$ cat src/rtl/lcab_pkg.sv
// Shared definitions for the locality-class adaptive bypass controller.
// Assumes the class code is a two-bit field supplied with every request.
package lcab_pkg;

    // Locality class codes carried by each static load
    typedef enum logic [1:0] {
        LC_GOOD = 2'b00,
        LC_POOR = 2'b01,
        LC_MOD  = 2'b10,
        LC_RSVD = 2'b11
    } loc_class_e;

    // Index of each event channel in the window counter
    localparam int EV_HIT  = 0;
    localparam int EV_CONF = 1;
    localparam int EV_NUM  = 2;

endpackage

$ cat src/rtl/lcab_window.sv
// Window timer and event counters.
// Counts a fixed number of cycles per window and, for each event channel,
// the number of pulses in the window. The totals it outputs already include
// the pulses of the current cycle, so on the closing cycle they cover the
// whole window. Assumes each channel delivers at most one pulse per cycle.
module lcab_window #(
    parameter int WINDOW = 1024,
    parameter int NCH    = 2,
    localparam int CYC_W = (WINDOW > 1) ? $clog2(WINDOW) : 1,
    localparam int CNT_W = $clog2(WINDOW + 1)
) (
    input  logic                       clk,
    input  logic                       rst_n,
    input  logic [NCH-1:0]             ev_i,
    output logic                       win_end_o,
    output logic [NCH-1:0][CNT_W-1:0]  tot_o
);

    localparam logic [CYC_W-1:0] LAST_CYC = CYC_W'(WINDOW - 1);

    logic [CYC_W-1:0] cyc_q;

    // Closing cycle of the current window
    assign win_end_o = (cyc_q == LAST_CYC);

    // Cycle position inside the window, wraps at the closing cycle
    always_ff @(posedge clk) begin
        if (!rst_n) begin
            cyc_q <= '0;
        end else if (win_end_o) begin
            cyc_q <= '0;
        end else begin
            cyc_q <= cyc_q + 1'b1;
        end
    end

    // One pulse counter per event channel
    for (genvar ch = 0; ch < NCH; ch++) begin : g_ch
        logic [CNT_W-1:0] cnt_q;

        // Running total including the pulse of this cycle
        assign tot_o[ch] = cnt_q + CNT_W'(ev_i[ch]);

        // Accumulate pulses, restart at each window boundary
        always_ff @(posedge clk) begin
            if (!rst_n) begin
                cnt_q <= '0;
            end else if (win_end_o) begin
                cnt_q <= '0;
            end else begin
                cnt_q <= tot_o[ch];
            end
        end
    end

endmodule

$ cat src/rtl/lcab_thresh.sv
// Adaptive threshold register.
// At each window close, steps the threshold up by one when hits exceeded
// conflicts and down by one otherwise (ties go down), holding it inside
// 0..MAX_RESIDENT. Assumes INIT_THRESH lies inside that range.
module lcab_thresh #(
    parameter int MAX_RESIDENT = 16,
    parameter int INIT_THRESH  = 8,
    parameter int CNT_W        = 11,
    localparam int TH_W        = $clog2(MAX_RESIDENT + 1)
) (
    input  logic             clk,
    input  logic             rst_n,
    input  logic             win_end_i,
    input  logic [CNT_W-1:0] hit_tot_i,
    input  logic [CNT_W-1:0] conf_tot_i,
    output logic [TH_W-1:0]  thresh_o
);

    localparam logic [TH_W-1:0] TH_MAX  = TH_W'(MAX_RESIDENT);
    localparam logic [TH_W-1:0] TH_INIT = TH_W'(INIT_THRESH);

    logic            hits_win;
    logic [TH_W-1:0] th_next;

    // Direction of the step for this window
    assign hits_win = (hit_tot_i > conf_tot_i);

    // Next threshold value with clamping at both ends
    always_comb begin
        th_next = thresh_o;
        if (hits_win) begin
            if (thresh_o != TH_MAX) th_next = thresh_o + 1'b1;
        end else begin
            if (thresh_o != '0) th_next = thresh_o - 1'b1;
        end
    end

    // Threshold register, updated only at window close
    always_ff @(posedge clk) begin
        if (!rst_n) begin
            thresh_o <= TH_INIT;
        end else if (win_end_i) begin
            thresh_o <= th_next;
        end
    end

endmodule

$ cat src/rtl/lcab_decide.sv
// Cache/bypass decision.
// Purely combinational: good loads cache, poor and unused-code loads
// bypass, moderate loads cache only when the block ID is below threshold.
module lcab_decide #(
    parameter int TB_W = 4,
    parameter int TH_W = 5
) (
    input  logic [1:0]      class_i,
    input  logic [TB_W-1:0] tb_id_i,
    input  logic [TH_W-1:0] thresh_i,
    output logic            bypass_o
);
    import lcab_pkg::*;

    logic below;

    // Block ID widened to threshold width for comparison
    assign below = (TH_W'(tb_id_i) < thresh_i);

    // Select by locality class
    always_comb begin
        case (loc_class_e'(class_i))
            LC_GOOD: bypass_o = 1'b0;
            LC_POOR: bypass_o = 1'b1;
            LC_MOD:  bypass_o = ~below;
            default: bypass_o = 1'b1;
        endcase
    end

endmodule

$ cat src/rtl/lcab_top.sv
// Locality-class adaptive bypass controller, top level.
// Connects the window counters, the threshold register and the decision
// logic. Assumes MAX_RESIDENT >= 2, WINDOW >= 2, l1_hit and res_conflict
// are single-cycle pulses, and reset is held for at least one edge.
module lcab_top #(
    parameter int MAX_RESIDENT = 16,
    parameter int WINDOW       = 1024,
    parameter int INIT_THRESH  = 8,
    localparam int TB_W        = $clog2(MAX_RESIDENT)
) (
    input  logic            clk,
    input  logic            rst_n,
    input  logic [1:0]      req_class,
    input  logic [TB_W-1:0] req_tb_id,
    input  logic            l1_hit,
    input  logic            res_conflict,
    output logic            bypass
);
    import lcab_pkg::*;

    localparam int TH_W  = $clog2(MAX_RESIDENT + 1);
    localparam int CNT_W = $clog2(WINDOW + 1);

    logic [EV_NUM-1:0]             ev;
    logic                          win_end;
    logic [EV_NUM-1:0][CNT_W-1:0]  tot;
    logic [TH_W-1:0]               thresh;

    // Gather event pulses into channel order
    always_comb begin
        ev          = '0;
        ev[EV_HIT]  = l1_hit;
        ev[EV_CONF] = res_conflict;
    end

    lcab_window #(
        .WINDOW (WINDOW),
        .NCH    (EV_NUM)
    ) u_win (
        .clk       (clk),
        .rst_n     (rst_n),
        .ev_i      (ev),
        .win_end_o (win_end),
        .tot_o     (tot)
    );

    lcab_thresh #(
        .MAX_RESIDENT (MAX_RESIDENT),
        .INIT_THRESH  (INIT_THRESH),
        .CNT_W        (CNT_W)
    ) u_th (
        .clk        (clk),
        .rst_n      (rst_n),
        .win_end_i  (win_end),
        .hit_tot_i  (tot[EV_HIT]),
        .conf_tot_i (tot[EV_CONF]),
        .thresh_o   (thresh)
    );

    lcab_decide #(
        .TB_W (TB_W),
        .TH_W (TH_W)
    ) u_dec (
        .class_i  (req_class),
        .tb_id_i  (req_tb_id),
        .thresh_i (thresh),
        .bypass_o (bypass)
    );

endmodule

$ cat config.mk
export PLATFORM = sky130hd
export DESIGN_NAME = lcab_top
export DESIGN_NICKNAME = d
export VERILOG_FILES = /design/src/rtl/lcab_pkg.sv /design/src/rtl/lcab_window.sv /design/src/rtl/lcab_thresh.sv /design/src/rtl/lcab_decide.sv /design/src/rtl/lcab_top.sv
export SDC_FILE = /design/constraint.sdc
export NUM_CORES = 1
export LEC_CHECK = 0
export ABC_CLOCK_PERIOD_IN_PS = 4400
export BUFFER_PORTS_ARGS = -buffer_cell sky130_fd_sc_hd__buf_2
export CAP_MARGIN = 0
export CORE_ASPECT_RATIO = 2
export CORE_MARGIN = 2
export CORE_UTILIZATION = 50
export CTS_CLUSTER_DIAMETER = 60
export CTS_CLUSTER_SIZE = 20
export DETAILED_ROUTE_END_ITERATION = 10
export HOLD_SLACK_MARGIN = 0.08
export PLACE_DENSITY = 0.67
export SLEW_MARGIN = 20
export SYNTH_ARGS = -nofsm -noshare
export SYNTH_HDL_FRONTEND = slang
export SYNTH_SLANG_ARGS = --single-unit
$ cat constraint.sdc
create_clock -name clk -period 4.4 [get_ports clk]
set_input_delay 0.22 -clock clk [delete_from_list [all_inputs] [get_ports clk]]
set_output_delay 0.22 -clock clk [all_outputs]
set_load 0.03 [all_outputs]
; Word-level counts from Yosys, hierarchy flattened
; Index checks and enable logic that the tools add are counted.
; Widths: inputs -> output; s select.
[op_classes]
addsub = 5
n_lt_le_gt_ge = 2
n_eq_ne = 4
muxes = 4
bitwise_logic = 2
n_reduce_logical = 5
[ops]
columns = op, count
row1 = $add 11x1->11, 2
row2 = $mux 5, 3
row3 = $gt 11x11->1, 1
row4 = $add 10x1->10 const B, 1
row5 = $eq 10x10->1 const B, 1
row6 = $add 5x1->5 const B, 1
row7 = $lt 4x5->1, 1
row8 = $ne 5x5->1 const B, 1
row9 = $reduce_bool 5->1, 1
row10 = $sub 5x1->5 const B, 1
row11 = $reduce_and 3->1, 1
row12 = $eq 2x2->1 const B, 1
row13 = $logic_not 2->1, 1
row14 = $ne 2x2->1 const B, 1
row15 = $not 1->1, 2
row16 = $pmux 1 s2, 1
row17 = $reduce_bool 2->1, 1
row18 = $reduce_or 2->1, 1
[word_totals]
regBits = 37
input_bits = 10
out_inout_bits = 1
elab_cells = 26

; Depth between registers and ports, before layout
[logic_depth]
word_depth = 4
depth_mapped = 19
ltp_nobuf = 19

; Hierarchy
; Synthesis repeated with hierarchy kept, for this count alone.
[unflattened]
cells_unflattened = 263
area_unflattened_um2 = 2264.7
[by_module_without_submodules]
columns = mod, instances, cells_per_inst, area_per_inst_um2, seq_area_each_um2
row1 = lcab_window, 1, 167, 1486.4, 640.6
row2 = lcab_thresh, 1, 83, 689.4, 100.1
row3 = lcab_decide, 1, 13, 88.8, 0.0

; Least setup slack after synthesis
; Ideal clock, no wire load.
[synth_timing]
path_kind = register to register
from = register u_win.g_ch[0].cnt_q[0]
to = register u_th.thresh_o[4]
setup_ns = 0.117
arrival_ns = 3.373
t_required_ns = 4.283
path_slack_ns = 0.910
stages_incl_launch_ff = 19
n_path_buf = 0
period_less_slack_ns = 3.490
cell_sequence = dfxtp_1 -> ha_1 -> ha_1 -> nand3_1 -> inv_1 -> nand3_1 -> nor3_1 -> xor2_1 -> ha_1 -> nand3_1 -> o221ai_1 -> nor3_2 -> nor2_2 -> inv_1 -> fa_1 -> a21o_1 -> a21o_1 -> mux2_4 -> a32o_1
[synth_rtl]
columns = element, line
row1 = "start, declared", lcab_window.sv:39  ; logic [CNT_W-1:0] cnt_q;
row2 = "start signal, assigned", lcab_window.sv:51  ; cnt_q <= tot_o[ch];
row3 = "end signal, assigned", lcab_thresh.sv:43  ; thresh_o <= th_next;
row4 = "end, declared", lcab_thresh.sv:16  ; output logic [TH_W-1:0] thresh_o

==> impl_metrics.json <==
{
  "reg2reg_slack_ns": 0.65,
  "post_cts_buffers": 0,
  "grt_max_degree": 23,
  "crit_end": "u_th.thresh_o[4]",
  "max_stage_delay_ns": 0.41,
  "grt_overflow": 0,
  "synth_top_cell_by_area": "dfxtp_1",
  "grt_usage": 0.182,
  "worstSkewPairLatency_ns": 0.28,
  "die_w_um": 49.1,
  "crit_slowest_cell": "fa_1",
  "r2r-start": "u_win.g_ch[0].cnt_q[0]",
  "ant_nets": 0,
  "root_buffer": "clkbuf_8",
  "ys_seq_elements": 37,
  "synth.distinct_cells": 38,
  "fp.dieArea_um2": 4630,
  "viasPerCell": 5.32,
  "hold_depth": 2,
  "synth_area_leaders": "dfxtp_1, ha_1, xnor2_1, xor2_1, nor2_1",
  "worst_slew_pin_slew_ns": 0.775,
  "die_h_um": 94.2,
  "synth_cells": 223,
  "rsz0062_at_grt": "no",
  "htreeDepth": 2,
  "diodes": 0,
  "synth_ff_type": "dfxtp_1",
  "cap_violations": 0,
  "finalNetCount": 270,
  "drtIter0Drc": 37,
  "num_io_pins": 11,
  "synth_warnings": 0,
  "rr_endpoint": "u_th.thresh_o[4]",
  "hpwl_um": 2940,
  "finalSetupViolCount": 0,
  "finClkSkew_ns": 0.00585,
  "syn-mean-instance-area_um2": 9.13,
  "antenna_found_initial": 0,
  "max_slew_margin": 0.482,
  "synth_seq_area_share": 0.364,
  "slew_violations": 0,
  "design.core.area_um2": 3880,
  "rows": 32,
  "wl_um": 3750,
  "finalPower_uw": 691,
  "utilization": 0.570,
  "path_class": "reg -> reg",
  "ir_worst_vdd_v": 0.000202,
  "min_period_over_period": 0.852,
  "pre_cts_ws_ns": 0.653,
  "worst_slack_ns": 0.649,
  "final_hold_viol_count": 0,
  "period_needed_ns": 3.75,
  "place.gp.congestion": 0.788,
  "crit_fanout": 4,
  "numCtsBuffers": 5,
  "cp.arrival_ns": 3.93,
  "cts_sinks": 37,
  "clkTransAtPathRegs_ns": 0.07,
  "yosysTopAreaCellShare": 0.364,
  "post_cts_resized": 0,
  "syn_area_um2": 2040,
  "io_buffers": 10,
  "required_ns": 4.58,
  "crit_path_start_kind": "flip-flop",
  "async_flop_share": 0,
  "hp-class": "in -> reg",
  "syn_to_final_growth_pct": 8.79,
  "clock.fmax_mhz": 267,
  "grt_pass1_vias": 1473,
  "syn_nets": 257,
  "final_cell_mix": "dfxtp_1, nor2_1, ha_1",
  "holdBufCountCts": 0,
  "start_util": 0.524,
  "power.density_nw_per_um2": 312,
  "clock_path_buffers": 2,
  "drc": 0,
  "tritoncts": "yes",
  "status": "completed",
  "leakage_uw": 0.000986,
  "grt_pass1_wl_um": 6380,
  "finalSetupTns_ns": 0,
  "drive_above_1_share": 0.101,
  "synth_edf_count": 0,
  "num_vias": 1533,
  "setup.worst_path.start": "u_win.g_ch[0].cnt_q[0]",
  "final_common_cell": "dfxtp_1",
  "crit_chain": "ha_1 -> ha_1 -> nand3_1 -> inv_1 -> nand3_1 -> nor3_1 -> xor2_1 -> ha_1 -> nand3_1 -> o221ai_1 -> nor3_2 -> nor2_2 -> inv_1 -> fa_1 -> a21o_1 -> a21o_1 -> mux2_4 -> a32o_1",
  "dr.pass1.iters": 4,
  "rr_worst_depth": 18,
  "wl_per_cell_um": 13.0,
  "end_kind": "flip-flop"
}
worst min-delay path by stage:
| stage | startpoint | to | slack (ns) |
|---|---|---|---|
| 2_1_floorplan | rst_n | u_win.cyc_q[1] | 0.37 |
| 3_3_place_gp | u_win.cyc_q[0] | u_win.cyc_q[0] | 0.44 |
| 3_5_place_dp | u_win.cyc_q[0] | u_win.cyc_q[0] | 0.45 |
| 4_1_cts | rst_n | u_th.thresh_o[3] | 0.25 |
| 5_1_grt | rst_n | u_th.thresh_o[3] | 0.27 |
| 6_report | rst_n | u_th.thresh_o[3] | 0.26 |
worst max-delay path, delay by kind of cell, from the launching register on:
| family | cells | cell delay, ns |
|---|---|---|
| AO/OA/AOI/OAI | 4 | 0.83 |
| XOR/XNOR | 1 | 0.11 |
| adder cells (fa/ha/maj) | 4 | 1.03 |
| buffers and inverters | 2 | 0.20 |
| flip-flops | 1 | 0.33 |
| multiplexers | 1 | 0.26 |
| AND/OR/NAND/NOR | 6 | 0.87 |
per-stage QoR:
stage / cells / cell area [um2] / hold slack (ns)
finish: 288 / 2210 / 0.259
global route: 288 / 2210 / 0.271
CTS: 288 / 2210 / 0.254
detailed placement: 280 / 2130 / 0.451
global placement: 280 / 2130 / 0.438
floorplan: 223 / 2040 / 0.366
registers in the layout (all words and copies together) (netlist names):
signal / cells
u_win.g_ch.cnt_q: 22
u_win.cyc_q: 10
u_th.thresh_o: 5
synthesized netlist by cell type, drive strengths merged (3+ instances only):
cell and count:
nand3 17, xnor2 16, xor2 13, nor3b 3, inv 9, and4 3, o21ai 3, dfxtp 37
nor2b 6, nand4 4, ha 23, a21o 7, and3 9, a21oi 6, nor2 31, nand2 11
nor3 4
cell families (layout without fill, tap and decap cells):
kind of cell    Yosys count  count (layout)  share of synthesized area
compound gates           21              21                     0.0744
xor+xnor                 29              29                      0.125
fa+ha+maj                24              24                      0.151
buf+inv                  13              27                     0.0252
flops                    37              37                      0.364
mux                       2               2                     0.0123
simple gates             97              97                      0.248
layer usage:
layer / track usage / up-vias / wire, um
met5: 0 / - / 0
met4: 0.0952 / 0 / 146
met3: 0.0382 / 11 / 83
met2: 0.352 / 22 / 2110
met1: 0.173 / 709 / 1410
li1: - / 791 / -
power by group:
group          switching [uW]  internal (uW)
sequential               4.17            341
combinational            63.7           58.7
clock                     113            110
total                     181            509
cell type report:
type	instances	area (um2)
clock buffers	6	72.6
clock inverters	2	10.0
fillers	381	1670
inverters	9	33.8
multi-input cells	173	1240
flip-flops and latches	37	741
well taps	51	63.8
repair buffers	10	50.0
No activity file was read; power rests on OpenSTA's default activity.
